==> src/rtl/wpc_pkg.sv <==
package wpc_pkg;

    localparam int REG_W    = 8;
    localparam int BIT_WPEN = 7;
    localparam int BIT_BPHI = 4;
    localparam int BIT_BPLO = 3;
    localparam int BIT_WEL  = 1;

    typedef enum logic [1:0] {
        BP_NONE    = 2'b00,
        BP_QUARTER = 2'b01,
        BP_HALF    = 2'b10,
        BP_ALL     = 2'b11
    } bp_e;

    typedef struct packed {
        logic wpen;
        bp_e  bp;
        logic wel;
    } prot_t;

    function automatic logic [REG_W-1:0] pack_prot(input prot_t p);
        logic [REG_W-1:0] r;
        r                   = '0;
        r[BIT_WPEN]         = p.wpen;
        r[BIT_BPHI:BIT_BPLO] = p.bp;
        r[BIT_WEL]          = p.wel;
        return r;
    endfunction

endpackage

==> src/rtl/wpc_region.sv <==
module wpc_region
    import wpc_pkg::*;
(
    input  logic [1:0] addr_top,
    input  bp_e        bp,
    output logic       locked
);

    always_comb begin
        unique case (bp)
            BP_NONE:    locked = 1'b0;
            BP_QUARTER: locked = (addr_top == 2'b11);
            BP_HALF:    locked = addr_top[1];
            BP_ALL:     locked = 1'b1;
            default:    locked = 1'b1;
        endcase
    end

endmodule

==> src/rtl/wpc_reg_policy.sv <==
module wpc_reg_policy
    import wpc_pkg::*;
(
    input  prot_t      cur,
    input  logic       hw_lock,
    input  logic       data_wpen,
    input  logic [1:0] data_bp,
    input  logic       data_wel,
    output prot_t      nxt,
    output logic       accept
);

    always_comb begin
        accept = !hw_lock;
        nxt    = cur;
        if (accept) begin
            nxt.wel = data_wel;
            if (cur.wel) begin
                nxt.wpen = data_wpen;
                nxt.bp   = bp_e'(data_bp);
            end
        end
    end

endmodule

==> src/rtl/wpc_guard.sv <==
module wpc_guard
    import wpc_pkg::*;
#(
    parameter int ADDR_W = 11,
    parameter int DATA_W = 8
) (
    input  logic              clk,
    input  logic              rst_n,
    input  logic              wr_req,
    input  logic [ADDR_W-1:0] wr_addr,
    input  logic [DATA_W-1:0] wr_data,
    input  logic              wp_pin,
    output logic              mem_we,
    output logic [ADDR_W-1:0] mem_addr,
    output logic [DATA_W-1:0] mem_data,
    output logic              wr_blocked,
    output logic [REG_W-1:0]  prot_reg
);

    localparam logic [ADDR_W-1:0] TOP_ADDR = {ADDR_W{1'b1}};

    typedef struct packed {
        prot_t             prot;
        logic              we;
        logic [ADDR_W-1:0] addr;
        logic [DATA_W-1:0] data;
        logic              blk;
    } state_t;

    state_t state_d, state_q;

    logic  is_reg_hit;
    logic  hw_lock;
    logic  region_locked;
    logic  reg_accept;
    prot_t reg_nxt;

    assign is_reg_hit = (wr_addr == TOP_ADDR);
    assign hw_lock    = wp_pin && state_q.prot.wpen;

    wpc_region u_region (
        .addr_top (wr_addr[ADDR_W-1:ADDR_W-2]),
        .bp       (state_q.prot.bp),
        .locked   (region_locked)
    );

    wpc_reg_policy u_policy (
        .cur       (state_q.prot),
        .hw_lock   (hw_lock),
        .data_wpen (wr_data[BIT_WPEN]),
        .data_bp   (wr_data[BIT_BPHI:BIT_BPLO]),
        .data_wel  (wr_data[BIT_WEL]),
        .nxt       (reg_nxt),
        .accept    (reg_accept)
    );

    always_comb begin
        state_d      = state_q;
        state_d.we   = 1'b0;
        state_d.blk  = 1'b0;
        if (wr_req) begin
            if (is_reg_hit) begin
                state_d.prot = reg_nxt;
                state_d.blk  = !reg_accept;
            end else if (state_q.prot.wel && !region_locked) begin
                state_d.we   = 1'b1;
                state_d.addr = wr_addr;
                state_d.data = wr_data;
            end else begin
                state_d.blk  = 1'b1;
            end
        end
    end

    always_ff @(posedge clk or negedge rst_n) begin
        if (!rst_n) begin
            state_q <= '0;
        end else begin
            state_q <= state_d;
        end
    end

    assign mem_we     = state_q.we;
    assign mem_addr   = state_q.addr;
    assign mem_data   = state_q.data;
    assign wr_blocked = state_q.blk;
    assign prot_reg   = pack_prot(state_q.prot);

    // with the latch enable clear, an array write is refused
    a_r2_wel_gate: assert property (@(posedge clk) disable iff (!rst_n)
        $past(wr_req && !prot_reg[BIT_WEL] && wr_addr != TOP_ADDR) |-> (wr_blocked && !mem_we));

    // pin plus hardware enable freezes the register
    a_r7_hw_freeze: assert property (@(posedge clk) disable iff (!rst_n)
        $past(wr_req && is_reg_hit && wp_pin && prot_reg[BIT_WPEN]) |-> ($stable(prot_reg) && wr_blocked));

    // unused register bits stay zero
    a_r9_zero_bits: assert property (@(posedge clk) disable iff (!rst_n)
        (prot_reg & 8'h65) == 8'h00);

    // no strobe, no effect
    a_r10_idle: assert property (@(posedge clk) disable iff (!rst_n)
        !$past(wr_req) |-> (!mem_we && !wr_blocked && $stable(prot_reg)));

    // register address never reaches the array
    a_r11_no_reg_we: assert property (@(posedge clk) disable iff (!rst_n)
        mem_we |-> (mem_addr != TOP_ADDR && !wr_blocked));

endmodule

==> config.mk <==
export PLATFORM = sky130hd
export DESIGN_NAME = wpc_guard
export DESIGN_NICKNAME = d
export VERILOG_FILES = /design/src/rtl/wpc_pkg.sv /design/src/rtl/wpc_region.sv /design/src/rtl/wpc_reg_policy.sv /design/src/rtl/wpc_guard.sv
export SDC_FILE = /design/constraint.sdc
export NUM_CORES = 1
export LEC_CHECK = 0
export BUFFER_PORTS_ARGS = -buffer_cell sky130_fd_sc_hd__buf_2
export CAP_MARGIN = 20
export CELL_PAD_IN_SITES_DETAIL_PLACEMENT = 0
export CELL_PAD_IN_SITES_GLOBAL_PLACEMENT = 1
export CORE_ASPECT_RATIO = 0.9
export CORE_UTILIZATION = 35
export DETAILED_ROUTE_END_ITERATION = 10
export HOLD_SLACK_MARGIN = 0.15
export PLACE_DENSITY = 0.83
export REMOVE_ABC_BUFFERS = 1
export SLEW_MARGIN = 0
export SYNTH_ARGS = -nofsm -noshare
export SYNTH_HDL_FRONTEND = slang
export SYNTH_SLANG_ARGS = --single-unit
==> constraint.sdc <==
create_clock -name clk -period 1.85 [get_ports clk]
set_clock_uncertainty 0.15 [all_clocks]
set_input_delay 0.2775 -clock clk [delete_from_list [all_inputs] [get_ports clk]]
set_output_delay 0.2775 -clock clk [all_outputs]
set_load 0.005 [all_outputs]
Word-level counts from Yosys, hierarchy flattened
Cells that the tools add are included.

cells by class
  eq/ne operators = 5
  bitwise operators = 2
  reductions and logical operators = 7
  muxes and demuxes = 6

operator list
  kind                  number
  $mux 20               2
  $mux 21               1
  $eq 11x11->1 const B  1
  $eq 2x2->1 const B    3
  $reduce_and 3->1      2
  $pmux 1 s4            1
  $reduce_and 4->1      1
  $eq 2x1->1 const B    1
  $logic_and 1x1->1     2
  $logic_not 2->1       1
  $mux 1                2
  $not 1->1             2
  $logic_not 1->1       1

word-level totals
  input port bits = 23
  word-level logic and storage cells = 27
  output and inout bits = 29
  register bits after elaboration = 25

Logic depth before layout (Yosys ltp)
Gate-level depths: netlist (run 1).

  word-level depth = 7
  mapped depth = 5
  mapped depth without buffers = 4

Modules after synthesis
Synthesis (run 1) repeated with hierarchy kept, for this count alone.

unflattened totals
  cell total of the unflattened synthesis = 78
  area, all modules = 1189.9 um^2

by module, submodules not included
  module          area an instance (um^2)  seq. area each (um^2)  cells each  times used
  wpc_guard       1102.3                   625.6                  69          1
  wpc_reg_policy  73.8                     0.0                    6           1
  wpc_region      13.8                     0.0                    3           1

Least setup slack after synthesis (run 1)
OpenSTA, ideal clock, no wires.

  path kind = register to register
  from = reg state_q (netlist bit prot_reg[3])
  to = reg state_q (netlist bit mem_addr[0])
  data arrival time = 1321 ps
  cell stages (with the launch flop) = 6
  clock period less this slack = 1596 ps
  data required time = 1575 ps
  setup time = 125 ps
  buffers on the path = 1
  path slack = 254 ps
  cells stage by stage = dfrtp_1 o21ai_0 nand4_1 nor2_2 buf_6 mux2_4

between the ends
  longest elaborated chain between the ends = 5
  elaborated cells on any way between the ends = 8
  classes of those cells = eq/ne: 3; mux: 1; reduce/logical: 4

ends and longest elaborated chain
  what                                 line              source
  start: declaration                   wpc_guard.sv:30   state_t state_d, state_q;
  start signal: assignment             wpc_guard.sv:79   state_q <= state_d;
  $eq 2x2->1 (tied with other cells)   wpc_region.sv:10  unique case (bp)
  $pmux 1 s4 *                         wpc_region.sv:10
  $logic_not 1->1 *                    wpc_guard.sv:65   end else if (state_q.prot.wel && !region_locked) begin
  $logic_and 1x1->1 *                  wpc_guard.sv:65
  $reduce_and 3->1 (no source line) *  n/a

Every way passes the cells marked *; elsewhere a longest branch is shown, timed or not.
A chain may end at the register's enable or synchronous reset.

Worst setup path after layout (run 1)
  from = in wr_req
  to = reg state_q (netlist bit mem_data[0])

between the ends
  longest elaborated chain between the ends = 1

ends and longest elaborated chain
  what                               line            source
  start: declaration                 wpc_guard.sv:9  input logic wr_req,
  $reduce_and 3->1 (no source line)  n/a

No other way between the ends.

==> flow_metrics.py, run 1 <==
metrics = {
    "run_status": {
        "run_status": "completed",
    },
    "critical_path": {
        "worstSetupEndpoint": "mem_data[0]$_DFFE_PN0P_",
        "critical-path-slowest-cell": "sky130_fd_sc_hd__dlygate4sd3_1",
        "worst-endpoint-required_ps": 1920,
        "ff2ff_path_depth": 5,
        "critical_path.max_fanout": 11,
        "critical_path.cell_chain": "dlygate4sd3_1 -> buf_2 -> nand4_1 -> nor2_2 -> buf_4 -> mux2_4",
        "end_kind": "flop",
        "timing.critical_path.from": "wr_req",
        "worstPathArrival_ps": 1740,
        "critical_path.max_stage_delay_ps": 530,
        "cp-start-kind": "primary input",
        "r2r-end": "mem_data[0]$_DFFE_PN0P_",
        "worst-r2r-setup-slack_ps": 200,
        "crit-reg2reg-launch": "prot_reg[3]$_DFFE_PN0P_",
        "critPathKind": "in -> reg",
    },
    "min_path": {
        "worst_hold_path_type": "in -> reg",
        "worst_hold_path_startpoint": "wr_addr[10]",
    },
    "place": {
        "routabilityCongestion": 0.687,
        "place_inst": 159,
        "buffer_ports.inserted": 47,
        "dpl_worst_slack_ps": 74.0,
        "detailed_place_hpwl_um": 1600,
    },
    "floorplan": {
        "io-pin-count": 52,
        "fp.dieH_um": 55.6,
        "core_area_um2": 3040,
        "rows": 19,
        "die-area_um2": 3420,
        "start_util_pct": 36.7,
        "die_w_um": 61.5,
    },
    "detailed_routing": {
        "antenna_violating_nets_post_route": 0,
        "drtIter0Drc": 10,
        "dr_wl_met2_um": 1080,
        "via_per_inst": 4.48,
        "firstDrtPassIters": 4,
        "remaining_drc_errors": 0,
        "drt-wirelength-per-cell_um": 12.3,
        "wl_met1_um": 1090,
        "met3WireLength_um": 101,
        "dr_total_vias": 829,
        "drt-total-wl_um": 2280,
        "routed.top_layer": "met4",
    },
    "finish": {
        "n_fill_cell": 281,
        "final_cell_mix": "sky130_fd_sc_hd__buf_2 (47), sky130_fd_sc_hd__dfrtp_1 (25), sky130_fd_sc_hd__dlygate4sd3_1 (22)",
        "num_antenna_cells": 0,
        "regArea_um2": 626,
        "multi_input_gate_area_in_the_final_layout_um2": 449,
        "final_layout_size_suffix_gt1_share_pct": 54.5,
        "number_of_flip_flops_in_the_largest_register": 11,
        "num-nets-final": 167,
        "final_cells": 185,
        "post-route-util_pct": 53.5,
        "layout_commonest_cell": "sky130_fd_sc_hd__buf_2",
        "layout-area-overhead-vs-synth_pct": 45.9,
    },
    "synth": {
        "postSynthRegisterBits": 25,
        "yosys_warnings": 0,
        "synth_cell_type_count": 16,
        "mappedNetlistArea_um2": 1120,
        "synth-seq-area-share_pct": 56.1,
        "avgSynthCellArea_um2": 15.7,
        "postSynthCellCount": 71,
    },
    "sta": {
        "tightest_slew_margin_relative_to_the_limit_pct": 64.5,
        "final_slew_viol_count": 0,
        "setup_ws_ps": 174,
        "max_freq_mhz": 597,
        "finalSetupViolations": 0,
        "fin_crit_ps": 1680,
        "rsz0062_at_grt": "false",
        "layout_worst_path_cycle_share_pct": 90.6,
        "report.final.hold_viol_count": 0,
        "tightestPinTransition_ps": 532,
    },
    "grt": {
        "global_route.usage.total_pct": 14.4,
        "grt_antenna_before_repair": 0,
        "remaining_global_route_overflow": 0,
        "grt_pass1_wl_um": 3630,
        "grt_pass1_vias": 817,
        "grt_start_max_net_pins": 26,
    },
    "clock_network": {
        "clk_path_buf_depth": 2,
        "clock_latency_ps": 310,
        "clock_pin_slew_worst_setup_and_hold_paths_ps": 130,
        "postCtsSetupBuffers": 0,
        "cts_num_sinks": 25,
        "tritoncts_buffer_count": 3,
        "cts_max_level": 1,
        "cts_tree": "yes",
        "ctsRootBufferMaster": "sky130_fd_sc_hd__clkbuf_4",
    },
    "pwr": {
        "cellPowerDensity_nw_per_um2": 601,
        "vdd.ir_drop.worst_uv": 287,
        "total_leakage_power_nw": 0.873,
    },
    "run": {
        "maxCapViolCount": 0,
    },
}
## cells in the mapped netlist
cell / number / area, µm²
sky130_fd_sc_hd__nand4_1: 4 / 25.0
sky130_fd_sc_hd__and3_2: 1 / 7.51
sky130_fd_sc_hd__nand2_1: 2 / 7.51
sky130_fd_sc_hd__conb_1: 1 / 3.75
sky130_fd_sc_hd__dfrtp_1: 25 / 626
sky130_fd_sc_hd__o211a_1: 1 / 10.0
sky130_fd_sc_hd__o21ai_0: 1 / 5.00
sky130_fd_sc_hd__nand3_1: 4 / 20.0
sky130_fd_sc_hd__buf_6: 2 / 22.5
sky130_fd_sc_hd__buf_4: 4 / 30.0
sky130_fd_sc_hd__a22o_1: 1 / 8.76
sky130_fd_sc_hd__mux2_2: 3 / 33.8
sky130_fd_sc_hd__nor3_4: 1 / 16.3
sky130_fd_sc_hd__nand4b_1: 1 / 8.76
sky130_fd_sc_hd__nor2_2: 1 / 6.26
sky130_fd_sc_hd__mux2_4: 19 / 285
## critical path: cells and delay by family
family | cells | cell delay (ps)
buf+inv | 3 | 930
mux | 1 | 320
simple gates | 2 | 220
## per-layer routing
metal,global-route usage (%),vias to the layer above
met3,2.79,2
met2,22.3,34
met1,20.2,400
met4,4.76,0
li1,-,393
met5,0,-
## worst min-delay path by stage
stage	end	cells after the start
2_1_floorplan	mem_addr[0]$_DFFE_PN0P_	0
3_3_place_gp	mem_addr[4]$_DFFE_PN0P_	1
3_5_place_dp	mem_addr[1]$_DFFE_PN0P_	1
4_1_cts	wr_blocked$_DFF_PN0_	4
5_1_grt	wr_blocked$_DFF_PN0_	4
6_report	wr_blocked$_DFF_PN0_	4
## logic make-up (layout without fill, tap and decap cells)
kind of cell / count (synthesis) / after routing / share of synthesized area, %
DFF: 25 / 25 / 56.1
muxes: 22 / 22 / 28.6
and+or+nand+nor: 14 / 14 / 8.18
buffers and inverters: 6 / 75 / 4.71
AOI/OAI and AO/OA: 3 / 3 / 2.13
other: 1 / 4 / 0.336
## what timing repair did
item / in CTS / in global routing
endpoints found under the setup margin: 0 / 14
hold buffers: 22 / 0
hold endpoints to repair: 49 / 0
gates resized for setup: 0 / 1
## final cells by class
cell class / instances / share of cell area, %
clock buffers: 3 / 1.38
clock inverters: 1 / 0.461
multi-input cells: 43 / 27.6
flip-flops and latches: 25 / 38.4
well taps: 42 / 3.23
repair buffers: 71 / 28.9
## where the power goes
part           switching (W)  internal (W)
Combinational      0.0000516     0.0000954
Clock               0.000166     0.0000826
Sequential         0.0000130      0.000571
## through the flow
| step | power, W | setup TNS (ps) | instance area (µm²) | hold WS [ps] |
|---|---|---|---|---|
| floorplan | 0.000637 | -5980 | 1070 | -168 |
| global placement | 0.000704 | 0 | 1380 | 134 |
| detailed placement | 0.000707 | 0 | 1380 | 147 |
| CTS | 0.000989 | 0 | 1630 | 253 |
| global route | 0.00102 | 0 | 1630 | 286 |
| finish | 0.000979 | 0 | 1630 | 255 |
No activity file was read; power rests on OpenSTA's default activity.
==> run 2, diff against run 1 <==
==> constraint.sdc (replaced) <==
create_clock -name clk -period 1.85 [get_ports clk]
set_clock_uncertainty 0.15 [all_clocks]
set_input_delay 0.185 -clock clk [delete_from_list [all_inputs] [get_ports clk]]
set_output_delay 0.185 -clock clk [all_outputs]
set_load 0.005 [all_outputs]
==> run 2 against run 1 <==
- total power shrank 1.3%
- die area is the same
- sequential power is essentially flat
- first-iteration DRC count grew 20%
- final area grew 2.4%
- register-to-register slack is essentially flat
- worst setup slack lost 120 ps
- clock power shrank 6%
- hold slack lost 27 ps
- fmax shrank 6.8%
- largest cell class unchanged
==> flow_metrics.py, run 2 (synthesis gave the netlist of run 1 again) <==
metrics = {
    "run_status": {
        "run_status": "completed",
    },
    "finish": {
        "final_cell_mix": "sky130_fd_sc_hd__buf_2 (47), sky130_fd_sc_hd__dfrtp_1 (25), sky130_fd_sc_hd__dlygate4sd3_1 (22)",
        "num_antenna_cells": 0,
        "regArea_um2": 626,
        "multi_input_gate_area_in_the_final_layout_um2": 458,
        "layout_commonest_cell": "sky130_fd_sc_hd__buf_2",
        "number_of_flip_flops_in_the_largest_register": 11,
        "num-nets-final": 170,
        "layout-area-overhead-vs-synth_pct": 49.3,
        "n_fill_cell": 289,
        "final_layout_size_suffix_gt1_share_pct": 55.5,
    },
    "pwr": {
        "cellPowerDensity_nw_per_um2": 580,
        "total_leakage_power_nw": 0.892,
        "report.power.total_w": 0.000966,
        "vdd.ir_drop.worst_uv": 278,
    },
    "critical_path": {
        "crit-reg2reg-launch": "prot_reg[3]$_DFFE_PN0P_",
        "cp-start-kind": "primary input",
        "critical_path.max_stage_delay_ps": 530,
        "worst-endpoint-required_ps": 1900,
        "worstPathArrival_ps": 1850,
        "r2r-end": "mem_data[4]$_DFFE_PN0P_",
        "timing.critical_path.buf_inv": 3,
        "critPathKind": "in -> reg",
        "critical_path.max_fanout": 9,
        "worstSetupEndpoint": "mem_data[4]$_DFFE_PN0P_",
        "end_kind": "flop",
        "worst-r2r-setup-slack_ps": 190,
        "cp_num_cells": 7,
        "critical-path-slowest-cell": "sky130_fd_sc_hd__dlygate4sd3_1",
        "critical_path.cell_chain": "dlygate4sd3_1 -> buf_2 -> o21ai_2 -> nand4_1 -> nor2_4 -> buf_6 -> mux2_4",
        "ff2ff_path_depth": 5,
        "cpLargestDelayFamily": "buffers and inverters",
        "timing.critical_path.from": "wr_addr[10]",
    },
    "clock_network": {
        "tritoncts_buffer_count": 3,
        "cts_max_level": 1,
        "cts_num_sinks": 25,
        "clock_latency_ps": 300,
        "ctsRootBufferMaster": "sky130_fd_sc_hd__clkbuf_4",
        "clk_path_buf_depth": 2,
        "cts_tree": "yes",
        "clock_pin_slew_worst_setup_and_hold_paths_ps": 130,
    },
    "floorplan": {
        "start_util_pct": 36.7,
        "core_area_um2": 3040,
        "fp.dieH_um": 55.6,
        "rows": 19,
        "die_w_um": 61.5,
        "die-area_um2": 3420,
        "io-pin-count": 52,
    },
    "sta": {
        "layout_worst_path_cycle_share_pct": 97.2,
        "fin_crit_ps": 1800,
        "report.final.hold_viol_count": 0,
        "final_slew_viol_count": 0,
        "finalSetupViolations": 0,
        "max_freq_mhz": 556,
        "tightestPinTransition_ps": 556,
        "hold-worst-slack_ps": 228,
        "tightest_slew_margin_relative_to_the_limit_pct": 63.0,
    },
    "grt": {
        "remaining_global_route_overflow": 0,
        "grt_pass1_vias": 855,
        "global_route.usage.total_pct": 15.0,
        "grt_pass1_wl_um": 3820,
        "grt_antenna_before_repair": 0,
        "grt_start_max_net_pins": 26,
    },
    "detailed_routing": {
        "antenna_violating_nets_post_route": 0,
        "drt-wirelength-per-cell_um": 12.7,
        "drt-total-wl_um": 2390,
        "dr_total_vias": 832,
        "drtIter0Drc": 12,
        "firstDrtPassIters": 4,
        "via_per_inst": 4.43,
        "remaining_drc_errors": 0,
    },
    "min_path": {
        "worst_hold_path_type": "in -> async",
    },
    "place": {
        "buffer_ports.inserted": 47,
        "detailed_place_hpwl_um": 1540,
        "routabilityCongestion": 0.683,
    },
    "run": {
        "maxCapViolCount": 0,
    },
}
[run 2: cell count changes in the layout (fill, tap and decap cells not counted), sizes merged]
cell,change
clkinvlp,-1
clkbuf,+1
buf,+3
[run 2: area by class of cell]
type                            instances  share of cell area [%]
Sequential cell                        25                    37.5
Timing Repair Buffer                   74                    30.3
Multi-Input combinational cell         43                    27.5
Tap cell                               42                    3.15
Clock buffer                            4                    1.58
[run 2: repair_timing]
item                                    4_1_cts  5_1_grt
endpoints found under the setup margin        0       19
buffers inserted                              0        2
hold endpoints to repair                     49        0
gates resized for setup                       0        8
hold buffers                                 22        0
[run 2: layer usage]
layer / global-route usage, % / wire length [µm]
met1: 19.8 / 1100
met2: 25.2 / 1160
met3: 3.26 / 135
met4: 2.86 / 0
met5: 0 / 0
[run 2: how the worst min path moves through the flow]
stage | from | cells past startpoint | end | slack [ps]
2_1_floorplan | rst_n | 0 | mem_addr[0]$_DFFE_PN0P_ | -260
3_3_place_gp | rst_n | 1 | mem_addr[9]$_DFFE_PN0P_ | 40
3_5_place_dp | rst_n | 1 | mem_addr[1]$_DFFE_PN0P_ | 60
4_1_cts | rst_n | 2 | mem_addr[6]$_DFFE_PN0P_ | 240
5_1_grt | rst_n | 2 | mem_addr[1]$_DFFE_PN0P_ | 250
6_report | rst_n | 2 | mem_addr[2]$_DFFE_PN0P_ | 230
[run 2: power by group]
group          internal [W]  switching (W)  leakage [nW]
Clock             0.0000841       0.000150        0.0150
Combinational     0.0000958      0.0000529         0.532
Sequential         0.000570      0.0000131         0.344
Total              0.000750       0.000216         0.892
[run 2: worst reg2reg max path: cells and delay by family (launching register included)]
kind,cells,cell delay [ps]
buffers and inverters,1,190
flip-flops,1,430
AO/OA/AOI/OAI,1,140
AND/OR/NAND/NOR,2,340
multiplexers,1,310
[run 2: per-stage QoR]
stage               cells  util (%)  TNS [ps]  cell area, µm²  setup WS [ps]
floorplan              68         -     -5980            1070           -312
global placement      159      45.3         0            1380            217
detailed placement    159      45.3         0            1380            154
CTS                   185      53.4         0            1620           7.56
global route          188      54.8     -3.88            1670          -1.53
finish                188      54.8         0            1670           52.0
